==> src/rtl/pbyte_cfg_rx_pkg.sv <==
`timescale 1ns/1ps
package pbyte_cfg_rx_pkg;
  // strobes from control to datapath
  typedef struct packed {
    logic capture;  // this rising edge loads the parallel byte
    logic abort;    // initReady low: drop stream state
  } rxStrobe_t;
endpackage

==> src/rtl/pbyte_cfg_rx_ctrl.sv <==
`timescale 1ns/1ps
module pbyte_cfg_rx_ctrl
  import pbyte_cfg_rx_pkg::*;
#(
  parameter int DATA_W     = 8,
  parameter int LEAD_EDGES = 2
) (
  input  logic      clk,
  input  logic      rstN,
  input  logic      initReady,
  output rxStrobe_t strobe,
  output logic      ack
);
  localparam int PH_W   = (DATA_W > 2) ? $clog2(DATA_W) : 1;
  localparam int LEAD_W = $clog2(LEAD_EDGES + 1);
  localparam logic [PH_W-1:0]   PH_LAST   = PH_W'(DATA_W - 1);
  localparam logic [LEAD_W-1:0] LEAD_LAST = LEAD_W'(LEAD_EDGES - 1);

  typedef enum logic {ST_LEAD, ST_STREAM} rxState_t;

  rxState_t          state;
  logic [LEAD_W-1:0] leadCnt;
  logic [PH_W-1:0]   phase;
  logic              captureNow;

  always_comb begin
    captureNow = 1'b0;
    if (initReady) begin
      if (state == ST_LEAD) captureNow = (leadCnt == LEAD_LAST);
      else                  captureNow = (phase == PH_LAST);
    end
  end

  always_ff @(posedge clk or negedge rstN) begin
    if (!rstN) begin
      state   <= ST_LEAD;
      leadCnt <= '0;
      phase   <= '0;
      ack     <= 1'b0;
    end else if (!initReady) begin
      state   <= ST_LEAD;
      leadCnt <= '0;
      phase   <= '0;
      ack     <= 1'b0;
    end else begin
      ack <= captureNow;
      if (state == ST_LEAD) begin
        if (captureNow) begin
          state <= ST_STREAM;
          phase <= '0;
        end else begin
          leadCnt <= leadCnt + 1'b1;
        end
      end else begin
        phase <= captureNow ? '0 : phase + 1'b1;
      end
    end
  end

  assign strobe.capture = captureNow;
  assign strobe.abort   = !initReady;
endmodule

==> src/rtl/pbyte_cfg_rx_datapath.sv <==
`timescale 1ns/1ps
module pbyte_cfg_rx_datapath
  import pbyte_cfg_rx_pkg::*;
#(
  parameter int DATA_W = 8
) (
  input  logic              clk,
  input  logic              rstN,
  input  rxStrobe_t         strobe,
  input  logic [DATA_W-1:0] dataIn,
  output logic              byteValid,
  output logic [DATA_W-1:0] byteData
);
  always_ff @(posedge clk or negedge rstN) begin
    if (!rstN) begin
      byteValid <= 1'b0;
      byteData  <= '0;
    end else if (strobe.abort) begin
      byteValid <= 1'b0;
    end else begin
      byteValid <= strobe.capture;
      if (strobe.capture) byteData <= dataIn;
    end
  end
endmodule

==> src/rtl/pbyte_cfg_rx_shifter.sv <==
`timescale 1ns/1ps
module pbyte_cfg_rx_shifter #(
  parameter int   DATA_W     = 8,
  parameter logic IDLE_LEVEL = 1'b1
) (
  input  logic              clk,
  input  logic              rstN,
  input  logic              initReady,
  input  logic              loadNow,
  input  logic [DATA_W-1:0] loadByte,
  output logic              serialOut
);
  localparam logic [DATA_W-1:0] IDLE_WORD = {DATA_W{IDLE_LEVEL}};

  logic [DATA_W-1:0] shiftReg;

  // falling-edge register: output moves half a period after the load
  always_ff @(negedge clk or negedge rstN) begin
    if (!rstN) begin
      shiftReg  <= IDLE_WORD;
      serialOut <= IDLE_LEVEL;
    end else if (!initReady) begin
      shiftReg  <= IDLE_WORD;
      serialOut <= IDLE_LEVEL;
    end else if (loadNow) begin
      serialOut <= loadByte[DATA_W-1];
      shiftReg  <= {loadByte[DATA_W-2:0], IDLE_LEVEL};
    end else begin
      serialOut <= shiftReg[DATA_W-1];
      shiftReg  <= {shiftReg[DATA_W-2:0], IDLE_LEVEL};
    end
  end
endmodule

==> src/rtl/pbyte_cfg_rx.sv <==
`timescale 1ns/1ps
module pbyte_cfg_rx
  import pbyte_cfg_rx_pkg::*;
#(
  parameter int   DATA_W     = 8,
  parameter int   LEAD_EDGES = 2,
  parameter logic IDLE_LEVEL = 1'b1
) (
  input  logic              clk,
  input  logic              rstN,
  input  logic              initReady,
  input  logic [DATA_W-1:0] dataIn,
  output logic              ack,
  output logic              serialOut,
  output logic              byteValid,
  output logic [DATA_W-1:0] byteData
);
  rxStrobe_t strobe;

  pbyte_cfg_rx_ctrl #(.DATA_W(DATA_W), .LEAD_EDGES(LEAD_EDGES)) u_ctrl (
    .clk(clk), .rstN(rstN), .initReady(initReady), .strobe(strobe), .ack(ack)
  );

  pbyte_cfg_rx_datapath #(.DATA_W(DATA_W)) u_dp (
    .clk(clk), .rstN(rstN), .strobe(strobe), .dataIn(dataIn),
    .byteValid(byteValid), .byteData(byteData)
  );

  pbyte_cfg_rx_shifter #(.DATA_W(DATA_W), .IDLE_LEVEL(IDLE_LEVEL)) u_shift (
    .clk(clk), .rstN(rstN), .initReady(initReady), .loadNow(byteValid),
    .loadByte(byteData), .serialOut(serialOut)
  );
endmodule

==> config.mk <==
export PLATFORM = sky130hd
export DESIGN_NAME = pbyte_cfg_rx
export DESIGN_NICKNAME = d
export VERILOG_FILES = /design/src/rtl/pbyte_cfg_rx_pkg.sv /design/src/rtl/pbyte_cfg_rx_ctrl.sv /design/src/rtl/pbyte_cfg_rx_datapath.sv /design/src/rtl/pbyte_cfg_rx_shifter.sv /design/src/rtl/pbyte_cfg_rx.sv
export SDC_FILE = /design/constraint.sdc
export NUM_CORES = 1
export LEC_CHECK = 0
export BUFFER_PORTS_ARGS = -buffer_cell sky130_fd_sc_hd__buf_2
export CAP_MARGIN = 25
export CORE_UTILIZATION = 56
export CTS_BUF_LIST = sky130_fd_sc_hd__clkbuf_2 sky130_fd_sc_hd__clkbuf_4 sky130_fd_sc_hd__clkbuf_8
export CTS_CLUSTER_DIAMETER = 150
export DETAILED_ROUTE_END_ITERATION = 8
export GPL_ROUTABILITY_DRIVEN = 0
export GPL_TIMING_DRIVEN = 1
export PLACE_DENSITY_LB_ADDON = 0.15
export SLEW_MARGIN = 20
export SYNTH_ARGS = -nofsm -noshare
export SYNTH_HDL_FRONTEND = slang
export SYNTH_SLANG_ARGS = --single-unit
==> constraint.sdc <==
create_clock -name clk -period 4.2 [get_ports clk]
set_input_delay 1.26 -clock clk [delete_from_list [all_inputs] [get_ports clk]]
set_output_delay 1.26 -clock clk [all_outputs]
set_load 0.005 [all_outputs]
Word level (Yosys, flattened, before mapping). Cells that the tools add are included.

Register bits after elaboration: 24. Memories: 0. RAM bits: 0. ROM bits: 0. Bits of input ports: 11. Logic and storage cells: 33. Bits in latches: 0. Output and inout port bits: 11.

Bitwise logic cells: 0. Add/sub/neg operators: 2. $lt $le $gt $ge: 0. Shift-type cells: 0. Eq/ne operators: 5. Muxes and demuxes: 17. Reduce and logical (&&, ||, !) cells: 2. $mul: 0. Divide/modulo/power cells: 0.

Operators by type and width (count): $mux W8 (2); $mux W3 (4); $mux W1 (8); $mux W2 (3); $ne A2 B2 Y1 const B (2); $reduce_and A2 Y1 (2); $add A3 B1 Y3 const B (1); $eq A3 B3 Y1 const B (1); $ne A3 B1 Y1 const B (1); $add A2 B1 Y2 const B (1); $eq A2 B1 Y1 const B (1).

Longest topological paths before layout. Gate-level depths: netlist of the first run.

Word-level depth: 6. Gate-level depth with buffers: 5. Mapped depth without buffers: 5.

Modules after synthesis. Synthesis of the first run repeated with hierarchy kept, for this count alone.

Cells, all modules: 78. Area, all modules: 1054.8 um2.

By module, submodules not included: pbyte_cfg_rx_datapath (area each 379.1 um2, cells an instance 19, times used 1, sequential area each 225.2 um2); pbyte_cfg_rx_ctrl (area each 341.6 um2, cells an instance 33, times used 1, sequential area each 175.2 um2); pbyte_cfg_rx_shifter (area each 334.1 um2, cells an instance 26, times used 1, sequential area each 210.2 um2).

==> results of run 1 <==
==> stage by stage <==
step                cells  hold WS, ns
finish                121        0.536
global route          121        0.549
CTS                   121        0.536
detailed placement    110        0.516
global placement      110        0.510
floorplan              76        0.513
==> sequential cells by signal, indices dropped and copies added, names as in the netlist <==
name	cells
u_shift.serialOut	1
u_ctrl.phase	3
u_shift.shiftReg	7
u_ctrl.leadCnt	2
u_ctrl.ack	1
u_dp.byteData	8
u_ctrl.state	1
==> layer usage <==
metal	vias up	track usage	wire length, um
met1	313	0.257	766
met4	0	0.0788	0
met3	0	0.0245	56
li1	314	-	-
met5	-	0	0
met2	16	0.303	744
==> worst max-delay path by stage <==
stage	slack, ns	start	cells after the start	to
after floorplan	0.34	u_shift.serialOut	0	serialOut
after global placement	0.26	u_shift.serialOut	1	serialOut
after detailed placement	0.25	u_shift.serialOut	1	serialOut
after CTS	-0.13	u_shift.serialOut	1	serialOut
after global routing	-0.15	u_shift.serialOut	1	serialOut
final	-0.12	u_shift.serialOut	1	serialOut
==> power by group through the flow <==
| stage | combinational [uW] | clock, uW | sequential (uW) |
|---|---|---|---|
| 6_report | 197 | 130 | 359 |
| 5_1_grt | 222 | 145 | 370 |
| 4_1_cts | 202 | 134 | 359 |
| 3_5_place_dp | 201 | 13.2 | 363 |
| 3_3_place_gp | 194 | 13.2 | 357 |
| 2_1_floorplan | 150 | 13.2 | 344 |
==> layout make-up <==
class / instances / area (um^2) / share of cell area
Clock buffer: 3 / 22.5 / 0.0195
Multi-Input combinational cell: 45 / 368 / 0.318
Timing Repair Buffer: 22 / 113 / 0.0973
Inverter: 3 / 11.3 / 0.00973
Sequential cell: 23 / 586 / 0.506
Tap cell: 16 / 20.0 / 0.0173
Clock inverter: 9 / 37.5 / 0.0324
==> cell usage in the layout (no fill, tap or decap) <==
cell	synthesis	routed
or3b_1	1	1
nand2_1	8	8
o32ai_1	1	1
or3_1	2	2
buf_4	1	1
and2_1	1	1
a21oi_1	1	1
nor2_1	1	1
dfrtp_1	15	15
mux2_4	1	1
inv_1	4	11
nor3b_1	1	1
buf_2	1	21
ha_1	3	3
nand3b_1	2	2
mux2_2	8	8
nor2b_1	1	1
clkinvlp_4	0	1
o21ai_0	2	2
nand2_4	1	1
dfstp_2	8	8
a21boi_0	3	3
o21a_1	1	1
mux2i_1	7	7
clkbuf_4	0	3
==> logic make-up (layout without fill, tap and decap cells) <==
| kind of cell | after synthesis | in the layout | share of synthesized area |
|---|---|---|---|
| AOI/OAI and AO/OA | 8 | 8 | 0.0540 |
| DFF | 23 | 23 | 0.588 |
| buffers and inverters | 8 | 37 | 0.0427 |
| and+or+nand+nor | 18 | 18 | 0.102 |
| adders and majority gates | 3 | 3 | 0.0377 |
| muxes | 16 | 16 | 0.176 |
==> metrics.md, run 1 <==
| Metric | Value |
|---|---|
| Max-cap violations | 0 |
| Clock network power share | 0.189 |
| Detailed-route DRC error count | 2 |
| Hold Vio Cnt, Final | 0 |
| Mapped Avg Cell Area | ~13 um^2 |
| VDD IR max | 404 uV |
| Max Clock Skew | 0.0697 ns |
| Buffer type at the clock tree root | clkbuf_4 |
| Drt total wl | between 1500 and 2000 um |
| Share of cells above drive strength 1 | 0.419 |
| Worst Max-Slew Pin Slew | 0.449 ns |
| Max-slew violation count | 0 |
| Starting density of the core | 0.632 |
| Design area | 1160 um^2 |
| Top post-synthesis cells by area | dfrtp_1, dfstp_2, mux2_2, mux2i_1, ha_1 |
| Clock Path Buffers | 2 |
| Setup slack at placement | 0.251 ns |
| Buffers & Inverters on Critical Path | 1 |
| Cts repair resizes | 0 |
| Failing checks | design-rule violations, negative setup slack |
| Vias in the first global route | 633 |
| CP delay by family, top | flip-flops |
| Row cnt | 14 |
| DR WL/cell | 12.9 um |
| WP data arrival | 3.06 ns |
| Layout area overhead | 16.2% |
| Initial antenna violation count | 0 |
| Sequential share of the synthesized area | 0.588 |
| ANT nets after route | 0 |
| Ant. Diodes | 0 |
| #FFs+latches synth | 23 |
| # setup viols final | 1 |
| Synth top area share | 0.377 |
| Area leader, netlist | dfrtp_1 |
| Die width | 44.2 um |
| Largest net degree at the start of global routing | 18 |
| Mean number of vias per cell | 5.31 |
| Reg2Reg Setup Slack | 1.10 ns |
| GRT Resource Usage Total | 0.187 |
| Startpoint type of the worst setup path | flop |
| Sw Pwr | 222 uW |
| Clk_lat worst skew | approximately 0.37 ns |
| Synthesis Warnings | 0 |
| CTS tree | done |
| Io pins | 22 |
| Worst setup EP type | output port |
| TritonRoute pass-1 iters | 5 |
| Htree depth | 1 |
| P_int | between 400 and 500 uW |
| Slowest stage delay, CP | 0.50 ns |
| Worst Hold Class | flop to flop |
| Worst Hold End | u_shift.shiftReg[2] |
| Core area | ~1600 um^2 |
| Die Area | 1950 um^2 |
| RSZ-0062 raised after global routing | yes |
| Syn_nets | 90 |
| P_leak | 0.000566 uW |
| FF-to-FF Start | u_ctrl.ack |
| Slew margin rel. | 0.700 |
| # fillers | 126 |
| Post-layout util | 0.734 |
| Setup TNS | -0.122 ns |
| Vias | ~640 |
| # hold bufs at CTS | 0 |
| Combinational share of power | 0.288 |
| Port Buffers | 21 |
| Sw frac | 0.324 |
| Slowest CP cell | dfstp_2 |
| Cells along the critical path | buf_2 |
| Mapped Cells | 76 |
| Cell Pwr Density | 593 nW/um^2 |
| Layout Nets | 120 |
| Hold path start | u_shift.shiftReg[1] |
| Post-Syn Area | 996 um^2 |
| Worst setup margin | -0.122 ns |
| Placed instance area | 1100 um^2 |
| Crit Path Max Fanout | 1 |
| First-pass GRT wire length | 2630 um |
| Worst hold path depth | 2 |
| Post-synth EDFFs | 0 |
| Yosys cell types | 25 |
| CTS Buf Count | 3 |
| Total gr overflow | 0 |
| Top-count cell post-synth | dfrtp_1 |
| Status | complete, but fails checks |
| Critical path class | flop to output port |
| Die H | 44.2 um |
| Post-synth top flop | dfrtp_1 |
| Overall power | 686 uW |
| CTS Sinks | 23 |
| CP required | 2.94 ns |
| CTS clk-pin slew, worst paths | 0.05 ns |
| Sequential cell fraction of total power | 0.523 |
| Ys async rst share | 1.00 |
| Synth top cells by count | dfrtp_1, dfstp_2, mux2_2, nand2_1, mux2i_1 |
| Setup repair bufs after CTS | 0 |
| R2R cell count | 2 |
| Drt initial violations | 3 |
| Reg-to-reg critical path endpoint | u_shift.shiftReg[5] |
| HPWL Detailed | approximately 1100 um |
(Power assumes the default switching activity.)
==> inputs of run 2 (changes only) <==
SYNTH_HIERARCHICAL = 1   (was default)
==> run 2 against run 1 <==
Against the previous run:
- the run ends with negative setup slack left
- design area up 4.4%
- flip-flop and latch count is 1 higher
- clock skew up 0.0074 ns
==> metrics.md, run 2 <==
| Metric | Value |
|---|---|
| Max reg flops | 8 (unchanged) |
| #FFs+latches synth | 24 (+4.3%) |
| Max-cap violations | 0 (unchanged) |
| Yosys cell types | 20 (-20%) |
| Placed cell count | 121 (+10%) |
| Synth top cells by count | dfrtp_1, nand2_1, dfstp_2, mux2_4, mux2i_1 |
| Reg-to-reg critical path endpoint | u_shift/shiftReg[7] |
| Area leader, netlist | dfrtp_1 |
| Slew margin rel. | 0.710 (+0.00982) |
| Clock Path Buffers | 2 (unchanged) |
| CTS Buf Count | 3 (unchanged) |
| Commonest non-fill, non-tap cell in the layout | buf_2 |
| Reg2Reg Setup Slack | 1.10 ns (about the same) |
| Drt total wl | 1690 um (+8.2%) |
| Sw Pwr | 216 uW (-3.0%) |
| Post-Syn Area | 1050 um^2 (+5.9%) |
| Die Area | 2060 um^2 (+5.6%) |
| Sequential share of the synthesized area | 0.579 (-0.00905) |
| Critical path class | flop to output port |
| Io pins | 22 (unchanged) |
| CTS clk-pin slew, worst paths | 0.13 ns (+0.08 ns) |
| Port Buffers | 21 (unchanged) |
| Synthesis Warnings | 6 (+6) |
| Combinational share of power | 0.298 (+0.010) |
| Slowest stage delay, CP | 0.50 ns (about the same) |
| Sequential cell fraction of total power | 0.513 (-0.010) |
| FF-to-FF Start | u_dp/byteValid |
| P_int | 471 uW (+1.6%) |
| CTS Sinks | 24 (+4.3%) |
| Layout Nets | 122 (+1.7%) |
| Row cnt | 15 (+1) |
| HPWL Detailed | 1220 um (+9.6%) |
| Hold Vio Cnt, Final | 0 (unchanged) |
| # fillers | 137 (+8.7%) |
| Mean number of vias per cell | 5.04 (-5.2%) |
| ANT nets after route | 0 (unchanged) |
| Mapped Cells | 78 (+2.6%) |
| Setup TNS | -0.131 ns (-0.00903 ns) |
| Htree depth | 1 (unchanged) |
| Crit Path Max Fanout | 1 (unchanged) |
| Sw frac | 0.314 (-0.0101) |
| Worst hold path depth | 1 (-1) |
| Buffer type at the clock tree root | clkbuf_4 |
| Ys async rst share | 1.00 (unchanged) |
| Reg with most FFs | u_dp/byteData |
| Syn_nets | 92 (+2.2%) |
| # hold bufs at CTS | 0 (unchanged) |
| # setup viols final | 1 (unchanged) |
| Worst setup EP type | output port |
| Initial antenna violation count | 0 (unchanged) |
| Worst setup margin | -0.131 ns (-0.00903 ns) |
| Biggest regs | u_dp/byteData: 8 flops, u_shift/shiftReg: 7 flops, u_ctrl/phase: 3 flops |
| Post-synth EDFFs | 0 (unchanged) |
| RSZ-0062 raised after global routing | yes |
| Ant. Diodes | 0 (unchanged) |
| Cells along the critical path | buf_2 |
| Synth top area share | 0.380 (+0.00271) |
| Buffers & Inverters on Critical Path | 1 (unchanged) |
| Top-count cell post-synth | dfrtp_1 |
| P_leak | 0.000580 uW (+2.6%) |
| Worst Hold End | u_ctrl/phase[0] |
| Fin cells | 132 (+9.1%) |
| VDD IR max | 291 uV (-28%) |
| Max-slew violation count | 0 (unchanged) |
| Cell Pwr Density | 568 nW/um^2 (-4.1%) |
| Worst Max-Slew Pin Slew | 0.435 ns (-0.0147 ns) |
| Max Clock Skew | 0.0771 ns (+0.00736 ns) |
| WHS | 0.514 ns (-0.0225 ns) |
| Failing checks | negative setup slack |
| Top post-synthesis cells by area | dfrtp_1, dfstp_2, mux2_4, mux2i_1, ha_1 |
| Clock network power share | 0.189 (about the same) |
| Vias | 665 (+3.4%) |
| Die width | 45.4 um (+2.8%) |
| Slowest CP cell | dfstp_2 |
| CTS tree | done |
| Die H | 45.4 um (+2.8%) |
| R2R cell count | 2 (unchanged) |
| CP required | 2.94 ns (about the same) |
| DR WL/cell | 12.8 um (-0.84%) |
| Worst Hold Class | flop to flop |
| Starting density of the core | 0.604 (-0.0274) |
| Hold path start | u_ctrl/phase[0] |
| Vias in the first global route | 649 (+2.5%) |
| Share of cells above drive strength 1 | 0.411 (-0.00783) |
| Layout area overhead | 14.6% |
| First-pass GRT wire length | 2810 um (+6.8%) |
| TritonRoute pass-1 iters | 4 (-1) |
| GRT Resource Usage Total | 0.204 (+0.0167) |
| Commonest non-fill, non-tap cells in the layout | buf_2, dfrtp_1, inv_1, nand2_1 |
| Total gr overflow | 0 (unchanged) |
| Clk_lat worst skew | 0.39 ns (+0.02 ns) |
| Largest net degree at the start of global routing | 20 (+2) |
| Status | complete, but fails checks |
| Startpoint type of the worst setup path | flop |
| CP delay by family, top | flip-flops |
| Detailed-route DRC error count | 0 (-2) |
| WP data arrival | 3.07 ns (about the same) |
| Drt initial violations | 7 (+4) |
| Core area | 1750 um^2 (+11%) |
| Mapped Avg Cell Area | 13.5 um^2 (+3.2%) |
| Post-synth top flop | dfrtp_1 |
==> run 2: changes by cell type after synthesis, moves of 2 or more <==
cell / previous run / this run
a21boi_0: 3 / 0
mux2_2: 8 / 0
mux2_4: 1 / 8
nand2b_1: 0 / 3
nor2_1: 1 / 3
o32ai_1: 1 / 3
==> run 2: cells by family after synthesis <==
logic type / synth area share
compound gates: 0.0439
flops: 0.579
mux: 0.190
simple gates: 0.0925
buf+inv: 0.0593
fa+ha+maj: 0.0356
==> run 2: worst max-delay path by stage <==
stage	slack, ns	depth (start not counted)	endpoint	from
after floorplan	0.34	0	serialOut	u_shift/serialOut
after global placement	0.26	1	serialOut	u_shift/serialOut
after detailed placement	0.25	1	serialOut	u_shift/serialOut
after CTS	-0.15	1	serialOut	u_shift/serialOut
after global routing	-0.17	1	serialOut	u_shift/serialOut
final	-0.13	1	serialOut	u_shift/serialOut
==> run 2: stage by stage <==
step	utilization	setup WS [ns]	total power, uW	cell area, um^2
after floorplan	-	0.339	506	1050
after global placement	0.662	0.256	566	1150
after detailed placement	0.662	0.254	576	1150
after CTS	0.692	-0.147	699	1210
after global routing	0.692	-0.174	739	1210
final	0.692	-0.131	687	1210
==> run 2: repair_timing <==
item                                    in CTS  in global routing
buffers inserted                             0                  0
endpoints found under the setup margin       1                  1
gates resized for setup                      0                  0
==> run 2: power by group through the flow <==
| stage | registers (uW) | clock network (uW) | logic, uW |
|---|---|---|---|
| final | 352 | 130 | 204 |
| after global routing | 361 | 150 | 227 |
| after CTS | 353 | 138 | 207 |
| after detailed placement | 357 | 13.2 | 206 |
| after global placement | 353 | 13.2 | 200 |
| after floorplan | 348 | 13.2 | 145 |
==> run 2: cell type report <==
type,instances,area (um^2),area share
Sequential cell,24,611,0.505
Multi-Input combinational cell,45,382,0.316
Timing Repair Buffer,22,113,0.0932
Clock inverter,9,35.0,0.0290
Tap cell,25,31.3,0.0259
Clock buffer,3,22.5,0.0186
Inverter,4,15.0,0.0124
==> run 2: metal layers <==
metal / up-vias / global-route usage / routed length [um]
li1: 321 / - / -
met1: 329 / 0.226 / 712
met2: 13 / 0.349 / 919
met4: 0 / 0.127 / 12
met5: - / 0 / 0
met3: 2 / 0.0476 / 49
==> inputs of run 3 (changes only) <==
ABC_AREA = 1   (was default)
SKIP_CTS_REPAIR_TIMING = 1   (was default)
==> run 3 against run 2 <==
Against the previous run:
- the run still ends with negative setup slack left
- combinational power hardly changed
- power grew 0.32%
- synthesized cell count grew 47%
- wire length grew 8.4%
- design area up 2.4%
- worst hold slack lost 0.059 ns
- via count is 22% higher
- cell count up 28%
- first-iteration DRC count is 130% higher
- clock power fell by 3%
- critical path type unchanged
- critical endpoint unchanged
==> metrics.md, run 3 <==
| Metric | Value |
|---|---|
| Sw frac | 0.368 (+0.0542) |
| Reg with most FFs | u_dp/byteData |
| Mapped Cells | 115 (+47%) |
| HPWL Detailed | 1390 um (+14%) |
| Hold path start | u_shift/shiftReg[7] |
| Vias | 813 (+22%) |
| Share of cells above drive strength 1 | 0.299 (-0.113) |
| Mapped Avg Cell Area | 9.30 um^2 (-31%) |
| Sw Pwr | 254 uW (+18%) |
| Worst hold path depth | 2 (+1) |
| CP delay by family, top | flip-flops |
| Post-Syn Area | 1070 um^2 (+1.4%) |
| Layout area overhead | 15.7% |
| Row cnt | 15 (unchanged) |
| Overall power | 689 uW (+0.32%) |
| Core area | 1760 um^2 (+1.1%) |
| Max-cap violations | 0 (unchanged) |
| ANT nets after route | 0 (unchanged) |
| Setup TNS | -0.135 ns (-0.00425 ns) |
| Startpoint type of the worst setup path | flop |
| Port Buffers | 21 (unchanged) |
| R2R cell count | 3 (+1) |
| Slowest stage delay, CP | 0.52 ns (+0.02 ns) |
| Biggest regs | u_dp/byteData: 8 flops, u_shift/shiftReg: 7 flops, u_ctrl/phase: 3 flops |
| Initial antenna violation count | 0 (unchanged) |
| Sequential cell fraction of total power | 0.523 (+0.010) |
| Die width | 45.7 um (+0.67%) |
| Layout Nets | 159 (+30%) |
| Setup slack at placement | 0.255 ns (+0.00109 ns) |
| Worst Hold End | u_shift/serialOut |
| Detailed-route DRC error count | 0 (unchanged) |
| Io pins | 22 (unchanged) |
| Cells along the critical path | buf_6 |
| Worst Max-Slew Pin Slew | 0.456 ns (+0.0214 ns) |
| GRT Resource Usage Total | 0.216 (+0.0123) |
| Sequential share of the synthesized area | 0.571 (-0.00812) |
| Drt total wl | 1840 um (+8.4%) |
| CTS tree | done |
| CTS Sinks | 24 (unchanged) |
| Mean number of vias per cell | 4.81 (-4.5%) |
| Clk_lat worst skew | 0.37 ns (-0.02 ns) |
| RSZ-0062 raised after global routing | yes |
| Top post-synthesis cells by area | dfrtp_1, dfstp_2, nand2_1, nand3_1, ha_1 |
| Post-synth EDFFs | 0 (unchanged) |
| Cell Pwr Density | 557 nW/um^2 (-2.0%) |
| Area leader, netlist | dfrtp_1 |
| Area taken by multi-input logic gates | 377 um^2 (-1.3%) |
| Buffers & Inverters on Critical Path | 1 (unchanged) |
| CTS Buf Count | 3 (unchanged) |
| Reg-to-reg critical path endpoint | u_shift/shiftReg[1] |
| Ant. Diodes | 0 (unchanged) |
| Vias in the first global route | 713 (+9.9%) |
| Worst setup margin | -0.135 ns (-0.00425 ns) |
| Commonest non-fill, non-tap cell in the layout | nand2_1 |
| Synth top cells by count | nand2_1, nand3_1, dfrtp_1 |
| WP data arrival | 3.07 ns (about the same) |
| TritonRoute pass-1 iters | 4 (unchanged) |
| Hold Vio Cnt, Final | 0 (unchanged) |
| Reg2Reg Setup Slack | 1.25 ns (+0.15 ns) |
| Commonest non-fill, non-tap cells in the layout | nand2_1, buf_2, nand3_1, inv_1, dfrtp_1 |
| Buffer type at the clock tree root | clkbuf_4 |
| Total gr overflow | 0 (unchanged) |
| Status | complete, but fails checks |
| Max Clock Skew | 0.0586 ns (-0.0185 ns) |
| Crit Path Max Fanout | 1 (unchanged) |
| Clock Path Buffers | 2 (unchanged) |
| Syn_nets | 129 (+40%) |
| Slew margin rel. | 0.695 (-0.0150) |
| Ys async rst share | 1.00 (unchanged) |
| Max reg flops | 8 (unchanged) |
| Drt initial violations | 16 (+9) |
| Combinational share of power | 0.294 (-0.004) |
| VDD IR max | 363 uV (+25%) |
| Die Area | 2090 um^2 (+1.3%) |
| # fillers | 158 (+15%) |
| #FFs+latches synth | 24 (unchanged) |
| # setup viols final | 1 (unchanged) |
| FF+latch area | 611 um^2 (unchanged) |
| Top-count cell post-synth | nand2_1 |
| Post-synth top flop | dfrtp_1 |
| First-pass GRT wire length | 3180 um (+13%) |
| Yosys cell types | 17 (-15%) |
| Critical path class | flop to output port |
| Htree depth | 1 (unchanged) |
| CP required | 2.94 ns (about the same) |
| DR WL/cell | 10.9 um (-15%) |
| Synthesis Warnings | 6 (unchanged) |
| Clock network power share | 0.183 (-0.006) |
| Worst setup EP type | output port |
| P_int | 435 uW (-7.6%) |
| Largest net degree at the start of global routing | 17 (-15%) |
| FF-to-FF Start | u_dp/byteValid |
| Slowest CP cell | dfstp_2 |
| Synth top area share | 0.374 (-0.00533) |
| Failing checks | negative setup slack |
| Die H | 45.7 um (+0.67%) |
| CTS clk-pin slew, worst paths | 0.04 ns (-0.09 ns) |
| P_leak | 0.000704 uW (+21%) |
| Starting density of the core | 0.606 (+0.00208) |
| Max-slew violation count | 0 (unchanged) |
| Worst Hold Class | flop to flop |
==> run 3: cell count changes after synthesis, sizes merged, moves of 3 or more <==
cell / before / now
inv: 5 / 12
mux2: 8 / 0
mux2i: 8 / 0
nand2: 9 / 47
nand2b: 3 / 0
nand3: 0 / 18
o32ai: 3 / 0
==> run 3: cells by family (layout without fill, tap and decap cells) <==
logic type                 Yosys count  count (layout)  synth area share
and+or+nand+nor                     72              72             0.317
DFF                                 24              24             0.571
buffers and inverters               16              45            0.0772
adders and majority gates            3               3            0.0351
==> run 3: layer usage <==
metal	wire length, um	vias to the layer above	track usage
li1	-	415	-
met1	858	382	0.298
met2	895	14	0.340
met3	70	2	0.0476
met4	12	0	0.0706
met5	0	-	0
==> run 3: worst reg2reg max path, delay by kind of cell, from the launching register on <==
family / cells / cell delay [ns]
buf+inv: 1 / 0.13
simple gates: 2 / 0.16
flops: 1 / 0.53
==> run 3: stage by stage <==
step,std cells,hold slack [ns],utilization,cell area (um^2)
detailed placement,158,0.463,0.668,1180
global route,169,0.498,0.701,1240
floorplan,115,0.448,-,1070
finish,169,0.455,0.701,1240
global placement,158,0.459,0.668,1180
CTS,169,0.464,0.698,1230
==> run 3: how the worst max path moves through the flow <==
stage / start / to / slack (ns) / cells past startpoint
finish: u_shift/serialOut / serialOut / -0.13 / 1
global route: u_shift/serialOut / serialOut / -0.18 / 1
CTS: u_shift/serialOut / serialOut / -0.14 / 1
detailed placement: u_shift/serialOut / serialOut / 0.25 / 1
global placement: u_shift/serialOut / serialOut / 0.25 / 1
floorplan: u_shift/serialOut / serialOut / 0.34 / 0
==> run 3: power by group through the flow <==
stage	Sequential, uW	Clock, uW	Combinational, uW
finish	360	126	203
floorplan	355	13.2	136
global route	368	146	239
global placement	359	13.2	194
detailed placement	362	13.2	204
CTS	358	129	205
==> run 3: layout make-up <==
| type | instances | area share |
|---|---|---|
| sequential | 24 | 0.493 |
| multi-input combinational | 75 | 0.304 |
| timing repair buffer | 22 | 0.0961 |
| inverter | 11 | 0.0354 |
| clock inverter | 9 | 0.0273 |
| tap | 25 | 0.0253 |
| clock buffer | 3 | 0.0182 |
